===== config.mk =====
export PLATFORM = sky130hd
export DESIGN_NAME = dram_seq_ctrl
export DESIGN_NICKNAME = d
export VERILOG_FILES = /design/src/rtl/dram_seq_pkg.sv /design/src/rtl/refresh_sched.sv /design/src/rtl/row_hit_cmp.sv /design/src/rtl/dram_seq_ctrl.sv
export SDC_FILE = /design/constraint.sdc
export NUM_CORES = 1
export LEC_CHECK = 0
export ABC_AREA = 1
export BUFFER_PORTS_ARGS = -buffer_cell sky130_fd_sc_hd__buf_2
export CORE_MARGIN = 4
export CORE_UTILIZATION = 55
export DETAILED_ROUTE_END_ITERATION = 10
export GPL_TIMING_DRIVEN = 1
export PLACE_DENSITY = 0.83
export SYNTH_ARGS = -nofsm -noshare
export SYNTH_HDL_FRONTEND = slang
export SYNTH_SLANG_ARGS = --single-unit

===== constraint.sdc =====
create_clock -name clk -period 2.5 [get_ports clk]
set_input_delay 0.25 -clock clk [delete_from_list [all_inputs] [get_ports clk]]
set_output_delay 0.25 -clock clk [all_outputs]
set_load 0.01 [all_outputs]

===== src/rtl/dram_seq_pkg.sv =====
package dram_seq_pkg;

    typedef enum logic [3:0] {
        ST_IDLE,
        ST_ROW,
        ST_RCD,
        ST_COL,
        ST_CAS,
        ST_CPRE,
        ST_REFC,
        ST_REFR,
        ST_PRE
    } seq_st_e;

    // nanoseconds to whole clocks, rounded up
    function automatic int ns2cyc(input int ns, input int clk_ns);
        return (ns + clk_ns - 1) / clk_ns;
    endfunction

    function automatic int imax(input int a, input int b);
        return (a > b) ? a : b;
    endfunction

endpackage


===== src/rtl/refresh_sched.sv =====
module refresh_sched #(
    parameter int INT_C = 390
) (
    input  logic clk,
    input  logic rst_n,
    input  logic start_i,
    output logic pend_o
);
    localparam int CW = $clog2(INT_C);

    logic [CW-1:0] cnt_q;
    logic [CW-1:0] cnt_d;
    logic          pend_q;
    logic          pend_d;
    logic          tick;

    always_comb begin
        tick   = (cnt_q == CW'(INT_C - 1));
        cnt_d  = tick ? '0 : cnt_q + 1'b1;
        pend_d = tick | (pend_q & ~start_i);
    end

    always_ff @(posedge clk or negedge rst_n) begin
        if (!rst_n) begin
            cnt_q  <= '0;
            pend_q <= 1'b0;
        end else begin
            cnt_q  <= cnt_d;
            pend_q <= pend_d;
        end
    end

    assign pend_o = pend_q;

    // a new period must never find the previous refresh still unserved
    assert_refresh_not_dropped_R8: assert property (@(posedge clk) disable iff (!rst_n)
        (tick && pend_q) |-> start_i);

    assert_start_only_when_pending_R9: assert property (@(posedge clk) disable iff (!rst_n)
        start_i |-> pend_q);

endmodule


===== src/rtl/row_hit_cmp.sv =====
module row_hit_cmp #(
    parameter int AW = 11
) (
    input  logic [AW-1:0] open_row_i,
    input  logic [AW-1:0] new_row_i,
    output logic          hit_o
);
    assign hit_o = (open_row_i == new_row_i);
endmodule


===== src/rtl/dram_seq_ctrl.sv =====
module dram_seq_ctrl
    import dram_seq_pkg::*;
#(
    parameter int AW            = 11,
    parameter int DW            = 16,
    parameter int CLK_NS        = 10,
    parameter int T_RCD_NS      = 20,
    parameter int T_CAC_NS      = 15,
    parameter int T_PC_NS       = 35,
    parameter int T_RC_NS       = 110,
    parameter int T_RAS_NS      = 60,
    parameter int T_RP_NS       = 50,
    parameter int REF_WINDOW_NS = 8000000,
    parameter int ROWS          = 2048,
    parameter int PAGE_MAX      = 16
) (
    input  logic            clk,
    input  logic            rst_n,
    input  logic            host_req,
    input  logic            host_we,
    input  logic [2*AW-1:0] host_addr,
    input  logic [DW-1:0]   host_wdata,
    output logic            host_busy,
    output logic            host_ack,
    output logic [DW-1:0]   host_rdata,
    output logic [AW-1:0]   dram_addr,
    output logic            dram_ras_n,
    output logic            dram_cas_n,
    output logic            dram_we_n,
    output logic [DW-1:0]   dram_dq_out,
    output logic            dram_dq_oe,
    input  logic [DW-1:0]   dram_dq_in
);
    localparam int RCD_C    = imax(1, ns2cyc(T_RCD_NS, CLK_NS));
    localparam int CAS_C    = imax(1, ns2cyc(T_CAC_NS, CLK_NS));
    localparam int PC_C     = ns2cyc(T_PC_NS, CLK_NS);
    localparam int CP_C     = imax(1, PC_C - CAS_C - 1);
    localparam int RLOW_C   = RCD_C + 1 + CAS_C + CP_C;
    localparam int RC_C     = ns2cyc(T_RC_NS, CLK_NS);
    localparam int REFLOW_C = imax(ns2cyc(T_RAS_NS, CLK_NS), RLOW_C);
    localparam int RP_C     = imax(imax(1, ns2cyc(T_RP_NS, CLK_NS)), RC_C - RLOW_C - 2);
    localparam int REF_INT_C = imax(2, REF_WINDOW_NS / ROWS / CLK_NS);
    localparam int MAXC     = imax(imax(RCD_C, CAS_C), imax(imax(CP_C, REFLOW_C), RP_C));
    localparam int CNT_W    = $clog2(MAXC + 1);
    localparam int PG_W     = $clog2(PAGE_MAX) + 1;

    typedef struct packed {
        seq_st_e          st;
        logic [CNT_W-1:0] cnt;
        logic [PG_W-1:0]  pg;
        logic [AW-1:0]    row;
        logic [AW-1:0]    col;
        logic             wr;
        logic [DW-1:0]    wd;
        logic             ras_n;
        logic             cas_n;
        logic             we_n;
        logic             oe;
        logic [AW-1:0]    addr;
        logic             ack;
        logic [DW-1:0]    rd;
    } ctl_t;

    ctl_t q, d;
    logic ref_pend;
    logic ref_start;
    logic row_hit;
    logic pg_full;

    refresh_sched #(.INT_C(REF_INT_C)) u_ref (
        .clk     (clk),
        .rst_n   (rst_n),
        .start_i (ref_start),
        .pend_o  (ref_pend)
    );

    row_hit_cmp #(.AW(AW)) u_hit (
        .open_row_i (q.row),
        .new_row_i  (host_addr[2*AW-1:AW]),
        .hit_o      (row_hit)
    );

    assign pg_full = (q.pg == PG_W'(PAGE_MAX - 1));

    always_comb begin
        d         = q;
        d.ack     = 1'b0;
        ref_start = 1'b0;
        unique case (q.st)
            ST_IDLE: begin
                if (ref_pend) begin
                    ref_start = 1'b1;
                    d.cas_n   = 1'b0;
                    d.st      = ST_REFC;
                end else if (host_req) begin
                    d.row  = host_addr[2*AW-1:AW];
                    d.col  = host_addr[AW-1:0];
                    d.wr   = host_we;
                    d.wd   = host_wdata;
                    d.pg   = '0;
                    d.addr = host_addr[2*AW-1:AW];
                    d.st   = ST_ROW;
                end
            end
            ST_ROW: begin
                d.ras_n = 1'b0;
                d.cnt   = CNT_W'(RCD_C - 1);
                d.st    = ST_RCD;
            end
            ST_RCD: begin
                if (q.cnt == '0) begin
                    d.addr = q.col;
                    d.we_n = ~q.wr;
                    d.oe   = q.wr;
                    d.st   = ST_COL;
                end else begin
                    d.cnt = q.cnt - 1'b1;
                end
            end
            ST_COL: begin
                d.cas_n = 1'b0;
                d.cnt   = CNT_W'(CAS_C - 1);
                d.st    = ST_CAS;
            end
            ST_CAS: begin
                if (q.cnt == '0) begin
                    d.ack   = 1'b1;
                    d.rd    = q.wr ? q.rd : dram_dq_in;
                    d.cas_n = 1'b1;
                    d.we_n  = 1'b1;
                    d.oe    = 1'b0;
                    d.cnt   = CNT_W'(CP_C - 1);
                    d.st    = ST_CPRE;
                end else begin
                    d.cnt = q.cnt - 1'b1;
                end
            end
            ST_CPRE: begin
                if (q.cnt != '0) begin
                    d.cnt = q.cnt - 1'b1;
                end else if (host_req && row_hit && !ref_pend && !pg_full) begin
                    d.col  = host_addr[AW-1:0];
                    d.wr   = host_we;
                    d.wd   = host_wdata;
                    d.pg   = q.pg + 1'b1;
                    d.addr = host_addr[AW-1:0];
                    d.we_n = ~host_we;
                    d.oe   = host_we;
                    d.st   = ST_COL;
                end else begin
                    d.ras_n = 1'b1;
                    d.cnt   = CNT_W'(RP_C - 1);
                    d.st    = ST_PRE;
                end
            end
            ST_REFC: begin
                d.ras_n = 1'b0;
                d.cnt   = CNT_W'(REFLOW_C - 1);
                d.st    = ST_REFR;
            end
            ST_REFR: begin
                if (q.cnt == '0) begin
                    d.ras_n = 1'b1;
                    d.cas_n = 1'b1;
                    d.cnt   = CNT_W'(RP_C - 1);
                    d.st    = ST_PRE;
                end else begin
                    d.cnt = q.cnt - 1'b1;
                end
            end
            ST_PRE: begin
                if (q.cnt == '0) d.st = ST_IDLE;
                else             d.cnt = q.cnt - 1'b1;
            end
            default: d.st = ST_IDLE;
        endcase
    end

    always_ff @(posedge clk or negedge rst_n) begin
        if (!rst_n) begin
            q       <= '0;
            q.ras_n <= 1'b1;
            q.cas_n <= 1'b1;
            q.we_n  <= 1'b1;
        end else begin
            q <= d;
        end
    end

    assign host_busy   = (q.st != ST_IDLE);
    assign host_ack    = q.ack;
    assign host_rdata  = q.rd;
    assign dram_addr   = q.addr;
    assign dram_ras_n  = q.ras_n;
    assign dram_cas_n  = q.cas_n;
    assign dram_we_n   = q.we_n;
    assign dram_dq_out = q.wd;
    assign dram_dq_oe  = q.oe;

    // ---------------- checks on the strobe timing ----------------
    localparam int RCW = $clog2(RC_C + 1) + 1;
    localparam int PCW = $clog2(PC_C + 1) + 1;
    localparam int PGC = $clog2(PAGE_MAX + 1) + 1;

    logic [RCW-1:0] rc_cnt_q;
    logic [PCW-1:0] pc_cnt_q;
    logic [PGC-1:0] col_in_row_q;
    logic           ras_prev_q, cas_prev_q;

    always_ff @(posedge clk or negedge rst_n) begin
        if (!rst_n) begin
            rc_cnt_q     <= RCW'(RC_C);
            pc_cnt_q     <= PCW'(PC_C);
            col_in_row_q <= '0;
            ras_prev_q   <= 1'b1;
            cas_prev_q   <= 1'b1;
        end else begin
            ras_prev_q <= dram_ras_n;
            cas_prev_q <= dram_cas_n;
            if (ras_prev_q && !dram_ras_n)      rc_cnt_q <= RCW'(1);
            else if (rc_cnt_q < RCW'(RC_C))     rc_cnt_q <= rc_cnt_q + 1'b1;
            if (cas_prev_q && !dram_cas_n)      pc_cnt_q <= PCW'(1);
            else if (pc_cnt_q < PCW'(PC_C))     pc_cnt_q <= pc_cnt_q + 1'b1;
            if (dram_ras_n)                     col_in_row_q <= '0;
            else if (cas_prev_q && !dram_cas_n) col_in_row_q <= col_in_row_q + 1'b1;
        end
    end

    assert_row_addr_held_R2: assert property (@(posedge clk) disable iff (!rst_n)
        ($fell(dram_ras_n) && dram_cas_n) |-> $stable(dram_addr));

    assert_col_addr_held_R2: assert property (@(posedge clk) disable iff (!rst_n)
        ($fell(dram_cas_n) && !dram_ras_n) |-> $stable(dram_addr));

    assert_early_write_R4: assert property (@(posedge clk) disable iff (!rst_n)
        ($fell(dram_cas_n) && !dram_ras_n) |-> $stable(dram_we_n));

    assert_oe_only_on_write_R4: assert property (@(posedge clk) disable iff (!rst_n)
        dram_dq_oe |-> (!dram_we_n && !dram_ras_n));

    assert_row_cycle_R5: assert property (@(posedge clk) disable iff (!rst_n)
        $fell(dram_ras_n) |-> (rc_cnt_q >= RCW'(RC_C)));

    assert_page_cycle_R6: assert property (@(posedge clk) disable iff (!rst_n)
        $fell(dram_cas_n) |-> (pc_cnt_q >= PCW'(PC_C)));

    assert_cbr_order_R8: assert property (@(posedge clk) disable iff (!rst_n)
        ($fell(dram_ras_n) && !dram_cas_n) |-> ($past(!dram_cas_n) && dram_we_n));

    assert_page_limit_R10: assert property (@(posedge clk) disable iff (!rst_n)
        col_in_row_q <= PGC'(PAGE_MAX));

    assert_ack_pulse_R11: assert property (@(posedge clk) disable iff (!rst_n)
        host_ack |=> !host_ack);

endmodule


Yosys cells after proc, flatten, opt, wreduce, memory -nomap -nowiden
Index checks and enable logic that the tools add are counted.
{ "totals": {"register_bits": 93, "out_inout_bits": 49} }
{ "op_classes": {"n_addsub": 3, "n_eq_ne": 24, "muxes": 42, "bitwise": 6, "reduce_logical": 27} }
{ "op_table": {"columns": ["op", "n"], "rows": [
  ["$mux W44", 2],
  ["$pmux W28 S2", 1],
  ["$mux W13", 3],
  ["$pmux W4 S9", 1],
  ["$mux W17", 2],
  ["$pmux W11 S3", 1],
  ["$mux W4", 8],
  ["$mux W29", 1],
  ["$mux W28", 1],
  ["$mux W11", 2],
  ["$ne A2 B2 Y1 const B", 10],
  ["$mux W3", 6],
  ["$pmux W3 S6", 1],
  ["$eq A4 B3 Y1 const B", 4],
  ["$mux W16", 1],
  ["$reduce_and A6 Y1", 2],
  ["$reduce_bool A3 Y1", 4],
  ["$eq A11 B11 Y1", 1],
  ["$mux W5", 2],
  ["$pmux W5 S2", 1],
  ["$reduce_and A5 Y1", 2],
  ["$add A9 B1 Y9 const B", 1],
  ["$eq A9 B9 Y1 const B", 1],
  ["$mux W9", 1],
  ["other kinds (27)", 43]
]} }

Logic depth before layout (Yosys ltp)
Gate-level depths: netlist (run 1).
{ "depth": {"word_depth": 7, "mapped_depth": 16, "mapped_depth_nobuf": 15} }

Cells and area by module
A second synthesis (run 1) with hierarchy kept.
{ "unflattened": {"hier_cells": 664, "hier_area_um2": 5039.8} }
{ "by_module_without_submodules": {"columns": ["module", "instances", "cells_each", "area_each_um2"], "rows": [
  ["dram_seq_ctrl", 1, 553, 4316.6],
  ["refresh_sched", 1, 70, 536.8],
  ["row_hit_cmp", 1, 41, 186.4]
]} }

Least setup slack after synthesis (run 1)
No wires, ideal clock.
{ "synth_timing": {"path_kind": "flip-flop to flip-flop", "startpoint": "register q[71] in the netlist's numbering", "endpoint": "register q (netlist bit dram_dq_out[10])", "arrival_time_ps": 1868, "slack_ps": 501, "stages_incl_launch_ff": 17, "path_buffers": 2, "synth_period_minus_slack_ps": 1999, "path_cell_list": "dfrtp_1 > ha_1 > nand2_1 > nor2_1 > ha_1 > inv_1 > nand2_1 > nor2_1 > nand2_1 > nor2_1 > nand2_1 > nand2_1 > nand3_2 > buf_4 > buf_6 > nand2_1 > o21ai_0"} }
{ "synth_between": {"elab_chain_len": 5} }
{ "synth_rtl": {"columns": ["item", "line", "rtl"], "rows": [
  ["start: declaration", "dram_seq_ctrl.sv:64", "ctl_t q, d;"],
  ["$eq A5 B4 Y1", "dram_seq_ctrl.sv:83", "assign pg_full = (q.pg == PG_W'(PAGE_MAX - 1));"],
  ["$logic_not A1 Y1", "dram_seq_ctrl.sv:141", "end else if (host_req && row_hit && !ref_pend && !pg_full) begin"],
  ["$logic_and A1 B1 Y1", "dram_seq_ctrl.sv:141", null],
  ["$ne A2 B2 Y1 (no line)", null, null],
  ["$reduce_and A5 Y1 (no line)", null, null]
]} }
No other way between the ends.
A chain may end at the register's enable or synchronous reset.

Worst setup path after layout (run 1)
{ "layout_timing": {"startpoint": "register q[71] in the netlist's numbering", "endpoint": "register q[49] in the netlist's numbering"} }
Same word-level chain as after synthesis.

==> summary.md, run 1 <==
| Metric | Value |
|---|---|
| Status | `finished, final reports clean` |
| Clk pin slew, worst setup/hold paths | `90 ps` |
| H-tree Lvls | `3` |
| Final nets | `around 700` |
| R2r setup slk | `roughly 270 ps` |
| Post-route cell area | `approximately 5300 um^2` |
| Crit-path max FO | `34` |
| Longest Clk Path Bufs | `2` |
| Cell taking the most area after synthesis | `dfrtp_1` |
| Peak VDD IR | `around 0.00046 V` |
| F_max | `around 450 MHz` |
| Largest net degree at the start of global routing | `47` |
| Post-route ant nets | `0` |
| Number of synthesized register bits | `93` |
| CP Data Arrival Time | `2460 ps` |
| Cell row count | `33` |
| Die area | `between 10000 and 15000 um^2` |
| Leakage | `0.00269 uW` |
| N_diodes | `0` |
| Post-DP HPWL | `approximately 7800 um` |
| P&R area growth vs syn | `10.1%` |
| Post-layout util | `between 60% and 70%` |
| Worst EP required | `~2700 ps` |
| Total gr overflow | `0` |
| Startpoint type of the worst setup path | `flip-flop` |
| Final Cycle Share | `between 80% and 90%` |
| Initial DRT Pass Iterations | `6` |
| Hold WS | `approximately 100 ps` |
| Iter 0 DRT Violations | `350` |
| PortBufs | `roughly 110` |
| Yosys cell types | `36` |
| Mapped Area | `between 4000 and 5000 um^2` |
| Mapped Cells | `roughly 560` |
| Die W | `just over 100 um` |
| Number of remaining DRC errors | `0` |
| Layout cells sized above 1 | `a little over a quarter` |
| Via count | `3946` |
| Post-Syn Nets | `623` |
| Critical path type | `flip-flop to flip-flop` |
| Initial antenna violation count | `0` |
| Ys Warns | `0` |
| Clock latency on the worst-skew pair | `between 300 and 400 ps` |
| Placer Congestion | `roughly 0.99` |
| Postcts setup bufs | `0` |
| Area share of the largest cell type after synthesis | `roughly 46%` |
| TritonCTS sink count | `93` |
| Max-slew violation count | `0` |
| Setup violations, final | `0` |
| Endpoints failing hold | `0` |
| Core Area | `between 8000 and 9000 um^2` |
| Worst Setup End Kind | `flip-flop` |
| Worst-margin pin slew | `a little over 600 ps` |
| Top post-synthesis cells by area | `dfrtp_1, nand2_1, buf_4, o21ai_0, inv_1` |
| Maxcap violations | `0` |
| Clk root buf | `clkbuf_8` |
| Global-route wire length before repair | `around 17000 um` |
| I/O pin cnt | `between 100 and 150` |
| Sequential area share after synthesis | `between 40 and 50%` |
| Most frequent cells in the layout | `nand2_1, buf_2, dfrtp_1` |
| Total Routing Usage GR | `between 20% and 30%` |
| Syn_area_per_cell | `approximately 8.7 um^2` |
| CTS buffer count | `9` |
| Total Routed Length | `10500 um` |
| Vias in the first global route | `~3700` |
| Final setup TNS | `0 ps` |
| TritonCTS clock tree | `yes` |
| Detailed-route vias per instance | `roughly 5.4` |
| RSZ-0062 raised after global routing | `false` |
| WL per Instance | `~14 um` |
| Cell Pwr Density | `between 1000 and 1500 nW/um^2` |
| Die H | `just over 100 um` |
| Commonest non-fill, non-tap cell in the layout | `nand2_1` |
| Worst Clk Skew | `about 18 ps` |
| Final min period | `approximately 2200 ps` |
| Max transition margin | `59.3%` |
| Initial core utilization | `between 50% and 60%` |
| Worst Hold Class | `input pin to flip-flop` |
| Post-DP Area | `5130 um^2` |
cell families after synthesis:
group	share of synthesized area (%)
adder cells (fa/ha/maj)	1.55
XOR/XNOR	1.08
multiplexers	3.72
flip-flops	48.1
AND/OR/NAND/NOR	17.8
AO/OA/AOI/OAI	14.4
buffers and inverters	13.3
synthesized netlist by cell type (all sizes together):
cell and count:
a211oi 1, a21oi 5, a221oi 12, a31oi 2, buf 52, clkbuf 12, dfrtp 90, dfstp 3
ha 6, inv 54, mux2 16, nand2 125, nand3 18, nand3b 1, nand4 2, nor2 45
nor3 5, nor4 1, o211ai 1, o21ai 92, o21bai 1, o22ai 4, or2 5, xnor2 4
xor2 2
final cells by class:
cell class                 instances  area [um^2]
inverter                          54          203
clock inverter                     5         43.8
fill                             716         3050
sequential                        93         2330
clock buffer                      11          151
multi-input combinational        348         1870
tap                              105          131
timing repair buffer             114          608
state kept, by name, summed over array words and instances, names as in the netlist, 9 cells and up:
register     count
u_ref.cnt_q      9
host_rdata      16
dram_dq_out     16
q               35
dram_addr       11
layer usage:
metal | vias to the layer above | global-route usage (%) | routed length [um]
li1 | 1894 | - | -
met1 | 1861 | 28.2 | 4450
met2 | 173 | 34.8 | 4980
met3 | 18 | 4.16 | 911
met4 | 0 | 7.47 | 170
met5 | - | 0 | 0
critical path: stages (launching register included):
cell and delay [ps]:
dfrtp_1 440, ha_1 230, nand2_1 100, nor2_1 50
ha_1 170, inv_1 60, nand2_1 50, nor2_1 100
nand2_1 60, nor2_1 150, nand2_1 70, nand2_1 140
nand3_2 90, buf_4 260, nand2_1 100, o21ai_0 80
through the flow:
stage | power (uW) | setup slack, ps | cells
2_1_floorplan | 4540 | 501 | 559
3_3_place_gp | 4790 | 413 | 713
3_5_place_dp | 4890 | 299 | 713
4_1_cts | 5860 | 281 | 730
5_1_grt | 6310 | 41.6 | 730
6_report | 5820 | 269 | 730
power breakdown:
| group | internal [uW] | leakage [uW] | switching, uW | total (uW) |
|---|---|---|---|---|
| logic | 919 | 0.00143 | 1530 | 2450 |
| registers | 2070 | 0.00117 | 329 | 2400 |
| clock network | 427 | 0.0000937 | 552 | 979 |
| total | 3420 | 0.00269 | 2410 | 5820 |
worst paths after layout:
path / from / end / cells after the start
setup / recovery: q[71] / q[49] / 15
hold / removal: dram_dq_in[6] / host_rdata[6] / 2
setup reg to reg: q[71] / q[49] / 15
hold reg to reg: u_ref.cnt_q[8] / u_ref.cnt_q[8] / 1
max in group asynchronous: rst_n / dram_dq_out[11] / 3
min in group asynchronous: rst_n / q[78] / 2
timing repair:
action,in CTS,in global routing
hold endpoints to repair,41,0
resized for setup,0,0
hold buffers,1,0
Note: power is estimated with default switching activity, not from simulation.
==> run 2, diff against run 1 <==
--- a/config.mk
+++ b/config.mk
@@ -12,6 +12,7 @@
 export DETAILED_ROUTE_END_ITERATION = 10
 export GPL_TIMING_DRIVEN = 1
 export PLACE_DENSITY = 0.83
+export REMOVE_ABC_BUFFERS = 1
 export SYNTH_ARGS = -nofsm -noshare
 export SYNTH_HDL_FRONTEND = slang
 export SYNTH_SLANG_ARGS = --single-unit
==> summary.md, run 2 (same netlist as run 1, synthesis figures left out) <==
| Metric | Value |
|---|---|
| Status | `finished, final reports clean` |
| Peak VDD IR | `0.000470 V (+1.6%)` |
| WL per Instance | `13.9 um (-3.8%)` |
| Hold path endpoint | `host_rdata[15]` |
| Layout cells sized above 1 | `27.0% (-0.20 points)` |
| F_max | `459 MHz (+2.4%)` |
| Clock latency on the worst-skew pair | `350 ps (about the same)` |
| Detailed-route vias per instance | `5.25 (-2.9%)` |
| N_diodes | `0 (unchanged)` |
| H-tree Lvls | `3 (unchanged)` |
| Die W | `102 um (unchanged)` |
| Worst EP required | `2730 ps (about the same)` |
| Worst Setup End Kind | `flip-flop` |
| Top cell by count, worst path | `nand2_1` |
| Commonest non-fill, non-tap cell in the layout | `nand2_1` |
| Max-slew violation count | `0 (unchanged)` |
| Max FFs per register | `35 (unchanged)` |
| Final nets | `685 (+0.15%)` |
| TritonCTS sink count | `93 (unchanged)` |
| Post-DP HPWL | `7460 um (-4.7%)` |
| Largest net degree at the start of global routing | `51 (+8.5%)` |
| Max transition margin | `59.4% (+0.12 points)` |
| Top reg by flops | `q` |
| Vias in the first global route | `3787 (+1.8%)` |
| Maxcap violations | `0 (unchanged)` |
| Crit-path max FO | `50 (+47%)` |
| Post-route ant nets | `0 (unchanged)` |
| Total Routing Usage GR | `20.4% (-0.74 points)` |
| Total gr overflow | `0 (unchanged)` |
| Setup violations, final | `0 (unchanged)` |
| Initial antenna violation count | `0 (unchanged)` |
| Worst Clk Skew | `18.1 ps (+0.583 ps)` |
| CP Data Arrival Time | `2410 ps (-50 ps)` |
| Cell Pwr Density | `1090 nW/um^2 (about the same)` |
| Endpoints failing hold | `0 (unchanged)` |
| Global-route wire length before repair | `16900 um (-3.4%)` |
| Die H | `102 um (unchanged)` |
| Initial core utilization | `57.8% (unchanged)` |
| Startpoint type of the worst setup path | `flip-flop` |
| Final min period | `2180 ps (-52.2 ps)` |
| TritonCTS clock tree | `yes` |
| Via count | `3837 (-2.8%)` |
| Worst Hold Class | `input pin to flip-flop` |
| Post-route cell area | `5330 um^2 (about the same)` |
| Number of remaining DRC errors | `0 (unchanged)` |
| Leakage | `0.00269 uW (-0.22%)` |
| Slowest cell on the critical path | `dfrtp_1` |
| Iter 0 DRT Violations | `176 (-50%)` |
| R2r setup slk | `320 ps (+50 ps)` |
| Reg2reg start | `q[71]` |
| Die area | `10400 um^2 (unchanged)` |
| CTS buffer count | `9 (unchanged)` |
| Hold path startpoint | `dram_dq_in[15]` |
| Max stage delay on crit path | `420 ps (-20 ps)` |
| Clk root buf | `clkbuf_8` |
| Cell row count | `33 (unchanged)` |
| Longest Clk Path Bufs | `2 (unchanged)` |
| Clk pin slew, worst setup/hold paths | `90 ps (about the same)` |
| P&R area growth vs syn | `10.1% (about the same)` |
| Worst-margin pin slew | `609 ps (-0.372 ps)` |
| Total Routed Length | `10100 um (-3.7%)` |
| PortBufs | `106 (unchanged)` |
| Most frequent cells in the layout | `nand2_1, buf_2, dfrtp_1` |
| RSZ-0062 raised after global routing | `false` |
| Placer Congestion | `0.880 (-11%)` |
| Core Area | `8380 um^2 (unchanged)` |
| Initial DRT Pass Iterations | `4 (-2)` |
| FF-to-FF path depth | `15 (unchanged)` |
| Crit path cell chain | `ha_1, nand2_1, nor2_1, ha_1, inv_1, nand2_1, nor2_1, nand2_1, nor2_1, nand2_1, nand2_1, nand3_2, buf_6, nand2_1, o21ai_0` |
| WHS Path Cells | `2 (unchanged)` |
| I/O pin cnt | `107 (unchanged)` |
| Critical path type | `flip-flop to flip-flop` |
| Worst r2r dst | `dram_dq_out[9]` |
| Final Cycle Share | `87.2% (-2.1 points)` |
| Post-DP Area | `5130 um^2 (about the same)` |
| Final setup TNS | `0 ps (unchanged)` |
==> run 2: what timing repair did <==
item,CTS,global route
buffers inserted,0,0
endpoints found under the setup margin,0,3
gates resized for setup,0,1
hold buffers,1,0
endpoints found under the hold margin,44,0
==> run 2: worst max path at each step <==
stage | from | endpoint | slack, ps | cells past startpoint
3_5_place_dp | q[71] | dram_dq_out[9] | 240 | 15
4_1_cts | q[71] | dram_dq_out[9] | 240 | 15
5_1_grt | q[71] | q[75] | 50 | 14
3_3_place_gp | q[71] | q[72] | 380 | 15
2_1_floorplan | u_ref.pend_o | dram_dq_out[10] | -340 | 9
6_report | q[71] | dram_dq_out[9] | 320 | 15
==> run 2: layout make-up <==
class | instances | area [um^2]
multi-input combinational | 348 | 1870
inverter | 54 | 203
tap | 105 | 131
clock buffer | 11 | 131
sequential | 93 | 2330
clock inverter | 5 | 61.3
fill | 719 | 3050
timing repair buffer | 115 | 607
==> run 2: stage by stage <==
| step | instances | worst slack [ps] | utilization [%] | total power [uW] | hold WS, ps |
|---|---|---|---|---|---|
| 5_1_grt | 731 | 53.4 | 63.6 | 6300 | 100 |
| 2_1_floorplan | 495 | -335 | - | 3960 | -45.6 |
| 3_3_place_gp | 714 | 384 | 61.2 | 4750 | 292 |
| 6_report | 731 | 321 | 63.6 | 5820 | 113 |
| 4_1_cts | 731 | 244 | 63.6 | 5870 | 95.3 |
| 3_5_place_dp | 714 | 239 | 61.2 | 4880 | 305 |
==> run 2: metal layers <==
metal	track usage [%]	part of all wire (%)	wire length, um
met3	3.48	6.7	677
met5	0	0	0
met2	35.1	49	4970
met4	8.78	1.6	160
met1	25.5	43	4320
==> run 2: report_power, final <==
group | switching (uW) | leakage (uW) | internal, uW | total [uW]
registers | 326 | 0.00117 | 2070 | 2400
logic | 1510 | 0.00143 | 925 | 2440
clock network | 517 | 0.0000862 | 467 | 984
==> run 2: critical path, delay by kind of cell (launching register included) <==
kind,cells,cell delay (ps)
DFF,1,420
adders and majority gates,2,400
AOI/OAI and AO/OA,1,80
buffers and inverters,2,280
and+or+nand+nor,10,860
==> run 3, diff against run 2 <==
--- a/config.mk
+++ b/config.mk
@@ -8,10 +8,10 @@
 export ABC_AREA = 1
 export BUFFER_PORTS_ARGS = -buffer_cell sky130_fd_sc_hd__buf_2
 export CORE_MARGIN = 4
-export CORE_UTILIZATION = 55
+export CORE_UTILIZATION = 25
 export DETAILED_ROUTE_END_ITERATION = 10
 export GPL_TIMING_DRIVEN = 1
-export PLACE_DENSITY = 0.83
+export PLACE_DENSITY = 0.45
 export REMOVE_ABC_BUFFERS = 1
 export SYNTH_ARGS = -nofsm -noshare
 export SYNTH_HDL_FRONTEND = slang
==> summary.md, run 3 (same netlist as run 1, synthesis figures left out) <==
| Metric | Value |
|---|---|
| Die W | `147 um (+45%)` |
| Cell Pwr Density | `1130 nW/um^2 (+3.7%)` |
| Peak VDD IR | `0.000490 V (+4.3%)` |
| Most frequent cells in the layout | `nand2_1, buf_2, dfrtp_1` |
| Detailed-route vias per instance | `4.24 (-19%)` |
| Max-slew violation count | `0 (unchanged)` |
| Cell row count | `50 (+52%)` |
| Initial antenna violation count | `0 (unchanged)` |
| Number of remaining DRC errors | `0 (unchanged)` |
| Leakage | `0.00275 uW (+2.5%)` |
| F_max | `466 MHz (+1.5%)` |
| Initial core utilization | `25.6% (-32 points)` |
| Global-route wire length before repair | `19600 um (+16%)` |
| Total Routing Usage GR | `11.1% (-9.3 points)` |
| Total Routed Length | `11600 um (+15%)` |
| Via count | `3750 (-2.3%)` |
| Worst Hold Class | `input pin to flip-flop` |
| Layout Cells excl Fill | `885 (+21%)` |
| H-tree Lvls | `3 (unchanged)` |
| Post-DP HPWL | `8310 um (+11%)` |
| CP bufs+invs | `2 (unchanged)` |
| Reg2reg start | `q[71]` |
| Worst Clk Skew | `11.3 ps (-6.84 ps)` |
| Maxcap violations | `0 (unchanged)` |
| Max transition margin | `56.2% (-3.2 points)` |
| Commonest non-fill, non-tap cell in the layout | `nand2_1` |
| Longest Clk Path Bufs | `2 (unchanged)` |
| Iter 0 DRT Violations | `167 (-5.1%)` |
| WL per Instance | `13.1 um (-5.2%)` |
| Die H | `147 um (+45%)` |
| RSZ-0062 raised after global routing | `false` |
| CTS buffer count | `9 (unchanged)` |
| PortBufs | `106 (unchanged)` |
| Critical path type | `flip-flop to flip-flop` |
| Worst Setup End Kind | `flip-flop` |
| Postcts setup bufs | `0 (unchanged)` |
| Final nets | `683 (-0.29%)` |
| Largest net degree at the start of global routing | `53 (+3.9%)` |
| Crit-path leading delay family | `simple AND/OR/NAND/NOR gates` |
| Worst-margin pin slew | `655 ps (+46.7 ps)` |
| CP Data Arrival Time | `2360 ps (-50 ps)` |
| Total gr overflow | `0 (unchanged)` |
| Initial DRT Pass Iterations | `5 (+1)` |
| Hold path startpoint | `dram_dq_in[9]` |
| WHS Path Cells | `2 (unchanged)` |
| Post-layout util | `30.0% (-34 points)` |
| Hold path endpoint | `host_rdata[9]` |
| R2r setup slk | `350 ps (+30 ps)` |
| Max stage delay on crit path | `420 ps (about the same)` |
| Crit path cell chain | `ha_1, nand2_1, nor2_1, ha_1, inv_1, nand2_1, nor2_1, nand2_1, nor2_1, nand2_1, nand2_1, nand3_2, buf_8, nand2_1, o21ai_0` |
| Placed cell count | `867 (+21%)` |
| TritonCTS sink count | `93 (unchanged)` |
| Setup violations, final | `0 (unchanged)` |
| Status | `finished, final reports clean` |
| Endpoints failing hold | `0 (unchanged)` |
| Clock latency on the worst-skew pair | `350 ps (about the same)` |
| Top cell by count, worst path | `nand2_1` |
| Die area | `21700 um^2 (+110%)` |
| Startpoint type of the worst setup path | `flip-flop` |
| Final min period | `2150 ps (-32.8 ps)` |
| Final Cycle Share | `85.9% (-1.3 points)` |
| Clk pin slew, worst setup/hold paths | `70 ps (-20 ps)` |
| Worst EP required | `2720 ps (about the same)` |
| Max FFs per register | `35 (unchanged)` |
| Crit-path max FO | `50 (unchanged)` |
| Vias in the first global route | `3831 (+1.2%)` |
| Worst r2r dst | `dram_dq_out[4]` |
| Placer Congestion | `0.840 (-4.6%)` |
| Slowest cell on the critical path | `dfrtp_1` |
| Top reg by flops | `q` |
| Core Area | `18900 um^2 (+130%)` |
| I/O pin cnt | `107 (unchanged)` |
| FF-to-FF path depth | `15 (unchanged)` |
| TritonCTS clock tree | `yes` |
| Layout cells sized above 1 | `27.2% (+0.25 points)` |
| Clk root buf | `clkbuf_16` |
| P&R area growth vs syn | `17.1%` |
| Post-route ant nets | `0 (unchanged)` |
-- run 3: cell count changes in the layout (fill, tap and decap cells not counted), moves of 2 or more --
cell and change:
buf_4 -3, clkbuf_1 -2, clkbuf_8 -8, clkbuf_16 +9
-- run 3: per-stage QoR --
step	hold slack, ps	TNS [ps]	setup WS (ps)	cell area [um^2]	total power, uW
final	117	0	354	5670	6420
after global routing	108	0	12.2	5670	6970
after CTS	101	0	234	5660	6520
after detailed placement	298	0	251	5320	4930
after global placement	293	0	332	5320	4850
after floorplan	-45.6	-10630	-335	4400	3960
-- run 3: cell type report --
cell class	count	area, um^2
fill	2073	13200
sequential	93	2330
multi-input combinational	348	1870
timing repair buffer	113	608
tap	260	325
clock buffer	10	239
inverter	54	203
clock inverter	6	92.6
antenna	1	2.50
-- run 3: worst max path at each step --
stage | start | to | slack [ps] | cells after the start
finish | q[71] | dram_dq_out[4] | 350 | 15
global route | q[71] | dram_dq_out[5] | 10 | 15
CTS | q[71] | dram_dq_out[5] | 230 | 15
detailed placement | q[71] | dram_dq_out[8] | 250 | 15
global placement | q[71] | dram_dq_out[15] | 330 | 15
floorplan | u_ref.pend_o | dram_dq_out[10] | -340 | 9
-- run 3: worst register-to-register path: stages (launching register included) --
cell and delay (ps):
dfrtp_1 420, ha_1 220, nand2_1 80, nor2_1 40
ha_1 160, inv_1 50, nand2_1 40, nor2_1 90
nand2_1 60, nor2_1 140, nand2_1 60, nand2_1 140
nand3_2 110, buf_8 210, nand2_1 110, o21ai_0 80
-- run 3: routing by layer --
| metal | vias up | wire [um] | GRT usage (%) |
|---|---|---|---|
| met4 | 0 | 150 | 3.26 |
| met5 | - | 0 | 0 |
| li1 | 1907 | - | - |
| met3 | 14 | 673 | 2.84 |
| met1 | 1734 | 5520 | 15.2 |
| met2 | 95 | 5280 | 17.4 |
-- run 3: repair_timing --
item | CTS | global route
setup endpoints to repair | 0 | 25
hold buffers | 1 | 0
resized for setup | 0 | 3
endpoints found under the hold margin | 39 | 0
-- run 3: report_power, final --
part	leakage (uW)	internal (uW)	switching [uW]
registers	0.00117	2070	315
clock network	0.000156	912	629
logic	0.00143	935	1560
